**src/rtl/sd_resp_pkg.sv**
```systemverilog
package sd_resp_pkg;

  typedef enum logic [1:0] {
    RK_NONE      = 2'd0,
    RK_SHORT_CRC = 2'd1,
    RK_LONG      = 2'd2,
    RK_SHORT_RAW = 2'd3
  } resp_kind_e;

  typedef enum logic [1:0] {
    ST_IDLE = 2'd0,
    ST_WAIT = 2'd1,
    ST_RECV = 2'd2
  } cap_state_e;

  // reply geometry, bit indices counted from the start bit
  localparam int SHORT_BITS    = 48;
  localparam int LONG_BITS     = 136;
  localparam int LONG_SKIP     = 8;
  localparam int SHORT_COV_END = 40;
  localparam int LONG_COV_END  = 128;
  localparam int CRC_LEN       = 7;

  // status word layout
  localparam int STAT_W       = 16;
  localparam int STAT_END_BIT = 13;
  localparam int STAT_CRC_BIT = 5;
  localparam int STAT_TMO_BIT = 1;

endpackage

```
**src/rtl/sd_crc_serial.sv**
```systemverilog
module sd_crc_serial #(
  parameter int             W    = 7,
  parameter logic [W-1:0]   POLY = 'h09
) (
  input  logic clk,
  input  logic rst_n,
  input  logic clear,
  input  logic en,
  input  logic calc,
  input  logic din,
  output logic msb
);

  logic [W-1:0] rem_q;

  // calc: fold din into the remainder; otherwise shift the remainder out
  always_ff @(posedge clk or negedge rst_n) begin
    if (!rst_n) begin
      rem_q <= '0;
    end else if (clear) begin
      rem_q <= '0;
    end else if (en) begin
      if (calc) rem_q <= {rem_q[W-2:0], 1'b0} ^ ((din ^ rem_q[W-1]) ? POLY : '0);
      else      rem_q <= {rem_q[W-2:0], 1'b0};
    end
  end

  assign msb = rem_q[W-1];

endmodule

```
**src/rtl/sd_word_pack.sv**
```systemverilog
module sd_word_pack #(
  parameter int WORD_W = 16
) (
  input  logic              clk,
  input  logic              rst_n,
  input  logic              clear,
  input  logic              bit_vld,
  input  logic              din,
  output logic [WORD_W-1:0] word_out,
  output logic              word_vld
);

  localparam int CNT_W = $clog2(WORD_W);
  localparam logic [CNT_W-1:0] CNT_LAST = CNT_W'(WORD_W - 1);

  logic [WORD_W-1:0] sh_q;
  logic [CNT_W-1:0]  cnt_q;

  assign word_out = {sh_q[WORD_W-2:0], din};
  assign word_vld = bit_vld && (cnt_q == CNT_LAST);

  always_ff @(posedge clk or negedge rst_n) begin
    if (!rst_n) begin
      sh_q  <= '0;
      cnt_q <= '0;
    end else if (clear) begin
      sh_q  <= '0;
      cnt_q <= '0;
    end else if (bit_vld) begin
      sh_q  <= word_out;
      cnt_q <= word_vld ? '0 : cnt_q + 1'b1;
    end
  end

endmodule

```
**src/rtl/sd_word_fifo.sv**
```systemverilog
module sd_word_fifo #(
  parameter int WORD_W = 16,
  parameter int DEPTH  = 8
) (
  input  logic                       clk,
  input  logic                       rst_n,
  input  logic                       flush,
  input  logic                       push,
  input  logic [WORD_W-1:0]          push_data,
  input  logic                       out_ready,
  output logic                       out_valid,
  output logic [WORD_W-1:0]          out_data,
  output logic                       full,
  output logic [$clog2(DEPTH+1)-1:0] level
);

  localparam int PTR_W = (DEPTH > 1) ? $clog2(DEPTH) : 1;
  localparam int LVL_W = $clog2(DEPTH + 1);
  localparam logic [PTR_W-1:0] PTR_LAST = PTR_W'(DEPTH - 1);
  localparam logic [LVL_W-1:0] LVL_FULL = LVL_W'(DEPTH);

  logic [WORD_W-1:0] mem_q [DEPTH];
  logic [PTR_W-1:0]  wr_q, rd_q;
  logic [LVL_W-1:0]  lvl_q;
  logic              do_push, do_pop;

  assign full      = (lvl_q == LVL_FULL);
  assign out_valid = (lvl_q != '0);
  assign out_data  = mem_q[rd_q];
  assign level     = lvl_q;
  assign do_push   = push && !full;
  assign do_pop    = out_valid && out_ready;

  always_ff @(posedge clk) begin
    if (do_push && !flush) mem_q[wr_q] <= push_data;
  end

  always_ff @(posedge clk or negedge rst_n) begin
    if (!rst_n) begin
      wr_q  <= '0;
      rd_q  <= '0;
      lvl_q <= '0;
    end else if (flush) begin
      wr_q  <= '0;
      rd_q  <= '0;
      lvl_q <= '0;
    end else begin
      if (do_push) wr_q <= (wr_q == PTR_LAST) ? '0 : wr_q + 1'b1;
      if (do_pop)  rd_q <= (rd_q == PTR_LAST) ? '0 : rd_q + 1'b1;
      if (do_push && !do_pop)      lvl_q <= lvl_q + 1'b1;
      else if (do_pop && !do_push) lvl_q <= lvl_q - 1'b1;
    end
  end

endmodule

```
**src/rtl/sd_resp_ctrl.sv**
```systemverilog
module sd_resp_ctrl
  import sd_resp_pkg::*;
#(
  parameter int TMO_W = 8
) (
  input  logic             clk,
  input  logic             rst_n,
  input  logic             bit_en,
  input  logic             cmd_line,
  input  logic             cmd_sent,
  input  logic [1:0]       resp_kind,
  input  logic [TMO_W-1:0] tmo_limit,
  input  logic             crc_msb,
  output logic             cmd_take,
  output logic             crc_en,
  output logic             crc_calc,
  output logic             pack_vld,
  output logic             set_end,
  output logic             set_crc,
  output logic             set_tmo
);

  localparam int IDX_W = $clog2(LONG_BITS);
  localparam logic [IDX_W-1:0] IDX_ONE        = IDX_W'(1);
  localparam logic [IDX_W-1:0] SHORT_LAST     = IDX_W'(SHORT_BITS - 1);
  localparam logic [IDX_W-1:0] LONG_LAST      = IDX_W'(LONG_BITS - 1);
  localparam logic [IDX_W-1:0] LONG_FIRST_KEEP = IDX_W'(LONG_SKIP);
  localparam logic [IDX_W-1:0] SHORT_CHK_END  = IDX_W'(SHORT_COV_END);
  localparam logic [IDX_W-1:0] LONG_CHK_END   = IDX_W'(LONG_COV_END);
  localparam logic [IDX_W-1:0] SHORT_CRC_STOP = IDX_W'(SHORT_COV_END + CRC_LEN);
  localparam logic [IDX_W-1:0] LONG_CRC_STOP  = IDX_W'(LONG_COV_END + CRC_LEN);

  cap_state_e         state_q;
  resp_kind_e         kind_q;
  logic [IDX_W-1:0]   idx_q;
  logic [TMO_W:0]     wait_q;
  logic               mism_q;

  logic               is_long, crc_checked;
  logic               sample, idle_tick, tmo_hit, finishing, bad_bit;
  logic               in_cov, in_crc;
  logic [IDX_W-1:0]   cur_idx, last_idx, cov_lo, cov_hi, crc_hi, keep_lo;

  always_comb begin
    is_long     = (kind_q == RK_LONG);
    crc_checked = (kind_q == RK_SHORT_CRC) || (kind_q == RK_LONG);
    last_idx    = is_long ? LONG_LAST       : SHORT_LAST;
    cov_lo      = is_long ? LONG_FIRST_KEEP : '0;
    cov_hi      = is_long ? LONG_CHK_END    : SHORT_CHK_END;
    crc_hi      = is_long ? LONG_CRC_STOP   : SHORT_CRC_STOP;
    keep_lo     = is_long ? LONG_FIRST_KEEP : '0;

    cmd_take  = (state_q == ST_IDLE) && cmd_sent;
    // the start bit is taken in the wait state as bit index 0
    sample    = bit_en && (((state_q == ST_WAIT) && !cmd_line) || (state_q == ST_RECV));
    cur_idx   = (state_q == ST_RECV) ? idx_q : '0;
    idle_tick = bit_en && (state_q == ST_WAIT) && cmd_line;
    tmo_hit   = idle_tick && ((wait_q + 1'b1) >= {1'b0, tmo_limit});

    in_cov    = (cur_idx >= cov_lo) && (cur_idx < cov_hi);
    in_crc    = (cur_idx >= cov_hi) && (cur_idx < crc_hi);
    crc_en    = sample && (in_cov || in_crc);
    crc_calc  = in_cov;
    bad_bit   = sample && in_crc && (cmd_line != crc_msb);
    pack_vld  = sample && (cur_idx >= keep_lo);
    finishing = sample && (state_q == ST_RECV) && (cur_idx == last_idx);

    set_crc   = finishing && crc_checked && (mism_q || bad_bit);
    set_tmo   = tmo_hit;
    set_end   = finishing || tmo_hit || (cmd_take && (resp_kind == 2'd0));
  end

  always_ff @(posedge clk or negedge rst_n) begin
    if (!rst_n) begin
      state_q <= ST_IDLE;
      kind_q  <= RK_NONE;
      idx_q   <= '0;
      wait_q  <= '0;
      mism_q  <= 1'b0;
    end else begin
      case (state_q)
        ST_IDLE: begin
          if (cmd_sent) begin
            kind_q  <= resp_kind_e'(resp_kind);
            idx_q   <= '0;
            wait_q  <= '0;
            mism_q  <= 1'b0;
            state_q <= (resp_kind == 2'd0) ? ST_IDLE : ST_WAIT;
          end
        end
        ST_WAIT: begin
          if (sample) begin
            state_q <= ST_RECV;
            idx_q   <= IDX_ONE;
          end else if (tmo_hit) begin
            state_q <= ST_IDLE;
          end else if (idle_tick) begin
            wait_q  <= wait_q + 1'b1;
          end
        end
        ST_RECV: begin
          if (sample) begin
            if (bad_bit) mism_q <= 1'b1;
            if (finishing) state_q <= ST_IDLE;
            else           idx_q   <= idx_q + 1'b1;
          end
        end
        default: state_q <= ST_IDLE;
      endcase
    end
  end

endmodule

```
**src/rtl/sd_resp_capture.sv**
```systemverilog
module sd_resp_capture
  import sd_resp_pkg::*;
#(
  parameter int               WORD_W     = 16,
  parameter int               FIFO_DEPTH = 8,
  parameter int               TMO_W      = 8,
  parameter logic [TMO_W-1:0] TMO_RESET  = 'hFF
) (
  input  logic              clk,
  input  logic              rst_n,
  input  logic              bit_en,
  input  logic              cmd_line,
  input  logic              cmd_sent,
  input  logic [1:0]        resp_kind,
  input  logic              tmo_we,
  input  logic [TMO_W-1:0]  tmo_wdata,
  input  logic              stat_clr_we,
  input  logic [STAT_W-1:0] stat_clr_data,
  output logic [STAT_W-1:0] status_word,
  output logic              rsp_valid,
  input  logic              rsp_ready,
  output logic [WORD_W-1:0] rsp_data
);

  localparam int LVL_W = $clog2(FIFO_DEPTH + 1);

  logic [TMO_W-1:0]  tmo_limit;
  logic              cmd_take, resp_flush;
  logic              crc_en, crc_calc, crc_msb;
  logic              pack_vld, word_push, fifo_full;
  logic [WORD_W-1:0] word_data;
  logic [LVL_W-1:0]  fifo_level;
  logic              end_set, crc_set, tmo_set;
  logic              flag_end, flag_crc, flag_tmo;

  assign resp_flush = cmd_take;

  always_ff @(posedge clk or negedge rst_n) begin
    if (!rst_n)      tmo_limit <= TMO_RESET;
    else if (tmo_we) tmo_limit <= tmo_wdata;
  end

  sd_resp_ctrl #(.TMO_W(TMO_W)) u_ctrl (
    .clk       (clk),
    .rst_n     (rst_n),
    .bit_en    (bit_en),
    .cmd_line  (cmd_line),
    .cmd_sent  (cmd_sent),
    .resp_kind (resp_kind),
    .tmo_limit (tmo_limit),
    .crc_msb   (crc_msb),
    .cmd_take  (cmd_take),
    .crc_en    (crc_en),
    .crc_calc  (crc_calc),
    .pack_vld  (pack_vld),
    .set_end   (end_set),
    .set_crc   (crc_set),
    .set_tmo   (tmo_set)
  );

  sd_crc_serial #(.W(CRC_LEN), .POLY(7'h09)) u_crc (
    .clk   (clk),
    .rst_n (rst_n),
    .clear (cmd_take),
    .en    (crc_en),
    .calc  (crc_calc),
    .din   (cmd_line),
    .msb   (crc_msb)
  );

  sd_word_pack #(.WORD_W(WORD_W)) u_pack (
    .clk      (clk),
    .rst_n    (rst_n),
    .clear    (cmd_take),
    .bit_vld  (pack_vld),
    .din      (cmd_line),
    .word_out (word_data),
    .word_vld (word_push)
  );

  sd_word_fifo #(.WORD_W(WORD_W), .DEPTH(FIFO_DEPTH)) u_fifo (
    .clk       (clk),
    .rst_n     (rst_n),
    .flush     (resp_flush),
    .push      (word_push),
    .push_data (word_data),
    .out_ready (rsp_ready),
    .out_valid (rsp_valid),
    .out_data  (rsp_data),
    .full      (fifo_full),
    .level     (fifo_level)
  );

  // sticky flags: a set in the same cycle as a clear wins
  always_ff @(posedge clk or negedge rst_n) begin
    if (!rst_n) begin
      flag_end <= 1'b0;
      flag_crc <= 1'b0;
      flag_tmo <= 1'b0;
    end else begin
      flag_end <= end_set | (flag_end & ~(stat_clr_we & stat_clr_data[STAT_END_BIT]));
      flag_crc <= crc_set | (flag_crc & ~(stat_clr_we & stat_clr_data[STAT_CRC_BIT]));
      flag_tmo <= tmo_set | (flag_tmo & ~(stat_clr_we & stat_clr_data[STAT_TMO_BIT]));
    end
  end

  always_comb begin
    status_word               = '0;
    status_word[STAT_END_BIT] = flag_end;
    status_word[STAT_CRC_BIT] = flag_crc;
    status_word[STAT_TMO_BIT] = flag_tmo;
  end

endmodule

```
**config.mk**
```make
export PLATFORM = sky130hd
export DESIGN_NAME = sd_resp_capture
export DESIGN_NICKNAME = d
export VERILOG_FILES = /design/src/rtl/sd_resp_pkg.sv /design/src/rtl/sd_crc_serial.sv /design/src/rtl/sd_word_pack.sv /design/src/rtl/sd_word_fifo.sv /design/src/rtl/sd_resp_ctrl.sv /design/src/rtl/sd_resp_capture.sv
export SDC_FILE = /design/constraint.sdc
export NUM_CORES = 1
export LEC_CHECK = 0
export ABC_AREA = 1
export CORE_UTILIZATION = 50
export CTS_BUF_LIST = sky130_fd_sc_hd__clkbuf_2
export DETAILED_ROUTE_END_ITERATION = 16
export DONT_BUFFER_PORTS = 1
export GPL_TIMING_DRIVEN = 0
export MAX_ROUTING_LAYER = met4
export PLACE_DENSITY = 0.7
export REMOVE_ABC_BUFFERS = 1
export SLEW_MARGIN = 0
export SYNTH_ARGS = -nofsm -noshare
export SYNTH_HDL_FRONTEND = slang
export SYNTH_SLANG_ARGS = --single-unit
```
**constraint.sdc**
```tcl
create_clock -name clk -period 4.8 [get_ports clk]
set_input_delay 0.48 -clock clk [delete_from_list [all_inputs] [get_ports clk]]
set_output_delay 0.48 -clock clk [all_outputs]
set_load 0.005 [all_outputs]
```
==> flow_metrics.py <==
metrics = {
    "status": {
        "status": "finished clean",
    },
    "power": {
        "p_leak_nw": 4.07,
        "pwr-share-comb_pct": 19.8,
        "p_seq_share_pct": 58.3,
        "power_mw": 3.32,
        "internal_power_mw": 2.23,
        "powerDensity_nw_per_um2": 337,
        "pwr-share-clk_pct": 21.9,
        "swShare_pct": 32.9,
        "p_switching_mw": 1.09,
        "irDropWorstVdd_mv": 0.298,
    },
    "worst_setup_path": {
        "arrival_ns": 3.76,
        "crit_type": "flip-flop to output port",
        "r2r-start": "u_ctrl.state_q[1]$_DFFE_PN0P_",
        "endpoint": "rsp_data[7]",
        "worstSetupEndpointType": "output port",
        "startpoint_type": "flip-flop",
        "path_max_fanout": 34,
        "ff2ff_path_depth": 8,
        "crit_required_ns": 4.32,
        "worstSetupStartpoint": "u_fifo.rd_q[1]$_DFFE_PN0P_",
        "r2r_slack_ns": 0.93,
        "reg2reg_to": "u_fifo.mem_q[6][11]$_DFFE_PP_",
    },
    "routing": {
        "maxUsedRoutingLayer": "met4",
        "routed_wl_microns": 17900,
        "detail-route-antenna-nets": 0,
        "drt-met1-wl_microns": 7670,
        "wl_met2_microns": 9060,
        "viasPerCell": 5.38,
        "drtIter0Drc": 365,
        "route.met3.wl_microns": 893,
        "via_count": 6135,
        "dr.pass1.iters": 5,
        "drc": 0,
        "wl_per_cell_microns": 15.7,
    },
    "logic_synthesis": {
        "yosysTopAreaCellShare_pct": 42.0,
        "netlist_instances": 883,
        "netlist_area_sq_um": 9160,
        "yosys_register_bits": 197,
        "synthFlopType": "edfxtp_1",
        "ys_seq_area_share_pct": 60.9,
        "avgSynthCellArea_sq_um": 10.4,
        "synth_edf_count": 128,
        "synth.distinct_cells": 49,
        "yosys_warnings": 0,
        "ys_async_sr_fraction_pct": 35.0,
        "yosysTopAreaCell": "edfxtp_1",
        "synthTopCellsByArea": "edfxtp_1, dfrtp_1, nor2_1, nand2_1, o21ai_0",
    },
    "sta": {
        "finalSetupViolations": 0,
        "skew_ns": 0.0379,
        "setup_slack_ns": 0.559,
        "period_minus_slack_ns": 4.24,
        "hold_viol": 0,
        "slew_headroom_pct": 10.4,
        "tightest_slew_ns": 1.34,
        "tns_ns": 0,
        "report.final.slew_viol_count": 0,
        "fin_crit_sh_pct": 88.4,
        "max_freq_ghz": 0.236,
        "rsz0062_at_grt": "false",
        "hold_ws_ns": 0.0647,
    },
    "clocking": {
        "cts_sinks": 197,
        "cts_tree": "built",
        "post_cts_buffers": 0,
        "cts_buffer_depth": 2,
        "cts_buffers": 17,
        "clk_latency_ns": 0.75,
        "clk_pin_slew_ns": 0.26,
        "root_buffer": "clkbuf_2",
        "htreeDepth": 4,
    },
    "floorplan": {
        "coreArea_sq_um": 18000,
        "io_pins": 67,
        "fp.dieH_microns": 137,
        "die_x_microns": 137,
        "rows": 49,
        "die-area_sq_um": 18900,
        "start_util_pct": 51.0,
    },
    "final_layout": {
        "instances_no_fill": 1140,
        "layout_common_cells": "nor2_1, edfxtp_1, nand2_1",
        "final_common_cell": "nor2_1",
        "multi_input_area_sq_um": 3040,
        "register_area_sq_um": 5580,
        "drive_gt1_share_pct": 12.9,
        "areaGrowthSynthToFinish_pct": 7.55,
        "nNetsFinal": 957,
        "fill_cells": 1545,
    },
    "global_routing": {
        "overflow": 0,
        "grt.total_usage_pct": 21.1,
        "grt_max_degree": 70,
        "first_global_vias": 5849,
        "grt_pass1_wl_microns": 29100,
        "antenna_found_initial": 1,
    },
    "run": {
        "cap_violations": 0,
    },
    "worst_hold_path": {
        "holdCritPathClass": "input pin to flip-flop",
    },
    "place": {
        "routabilityCongestion": 0.810,
        "port-buffer-count": 0,
        "place_inst": 1087,
        "place_ws_ns": 0.930,
        "hpwlAfterDp_microns": 11500,
    },
}
==> per-stage QoR <==
stage / area [sq um] / util [%]
floorplan: 8900 / -
global placement: 9190 / 51.1
CTS: 9850 / 54.8
global route: 9850 / 54.8
detailed placement: 9430 / 52.5
finish: 9850 / 54.8
==> Yosys cell counts, types with 6 or more instances <==
library cell	n
xor2_1	10
buf_2	8
o22ai_1	17
nand2_2	7
o21ai_2	14
ha_1	25
dfstp_2	8
o21ai_1	7
o31ai_1	6
buf_4	17
a31oi_1	17
nor3_1	6
o21ai_0	89
a21oi_1	16
inv_1	76
nand2_1	121
clkbuf_1	20
nand3_1	38
nor2_1	136
dfrtp_1	61
edfxtp_1	128
inv_2	7
==> state kept, by name, summed over array words and instances (netlist names) <==
register,count
flag_crc,1
u_ctrl.wait_q,9
u_ctrl.idx_q,8
u_crc.rem_q,7
tmo_limit,8
u_fifo.rd_q,3
flag_tmo,1
flag_end,1
u_ctrl.kind_q,2
u_fifo.mem_q,128
u_fifo.wr_q,3
u_ctrl.mism_q,1
u_pack.cnt_q,4
u_fifo.level,4
u_ctrl.state_q,2
u_pack.sh_q,15
==> cell families after synthesis <==
kind of cell | share of synthesized area, %
DFF | 60.9
xor gates and xnor gates | 1.24
adders and majority gates | 3.63
AOI/OAI and AO/OA | 11.3
other | 0.0409
muxes | 0.123
buffers and inverters | 6.75
and+or+nand+nor | 16.0
==> per-layer routing <==
metal,vias to the layer above,track usage (%)
li1,3008,-
met1,2957,25.1
met2,149,36.1
met3,21,4.45
met4,0,6.11
met5,-,-
==> worst max-delay path: stages, from the launching register on <==
cell and delay [ns]:
dfrtp_1 1.29, inv_1 1.00, nor2_1 0.28, o21ai_0 0.14, a31oi_1 0.31
==> cell type report <==
cell class	instances	share of cell area, %
inverters	83	3.16
multi-input cells	564	30.9
clock inverters	11	0.953
clock buffers	21	1.07
diodes	1	0.0254
well taps	229	2.91
repair buffers	34	4.36
flip-flops and latches	197	56.7
==> repair_timing <==
item,in CTS,in global routing
hold buffers,20,0
resized for setup,0,0
endpoints found under the hold margin,93,0
==> worst min-delay path by stage <==
| stage | start | endpoint | slack, ns | cells past startpoint |
|---|---|---|---|---|
| CTS | cmd_line | u_crc.rem_q[0]$_DFFE_PN0P_ | 0.006 | 4 |
| global route | cmd_line | u_crc.rem_q[0]$_DFFE_PN0P_ | 0.04 | 4 |
| floorplan | rst_n | flag_crc$_DFF_PN0_ | 0.18 | 0 |
| finish | cmd_line | u_crc.rem_q[0]$_DFFE_PN0P_ | 0.06 | 4 |
| global placement | rst_n | u_ctrl.idx_q[3]$_DFFE_PN0P_ | 0.19 | 0 |
| detailed placement | rst_n | u_ctrl.idx_q[3]$_DFFE_PN0P_ | 0.19 | 0 |
==> power groups by stage <==
stage               logic [mW]  registers [mW]  clock network [mW]
floorplan                0.488            1.95                   0
global placement         0.618            1.97                   0
detailed placement       0.626            1.97                   0
CTS                      0.662            1.94               0.746
global route             0.746            1.95               0.814
finish                   0.658            1.94               0.726
Power figures use the tool's default switching activity.
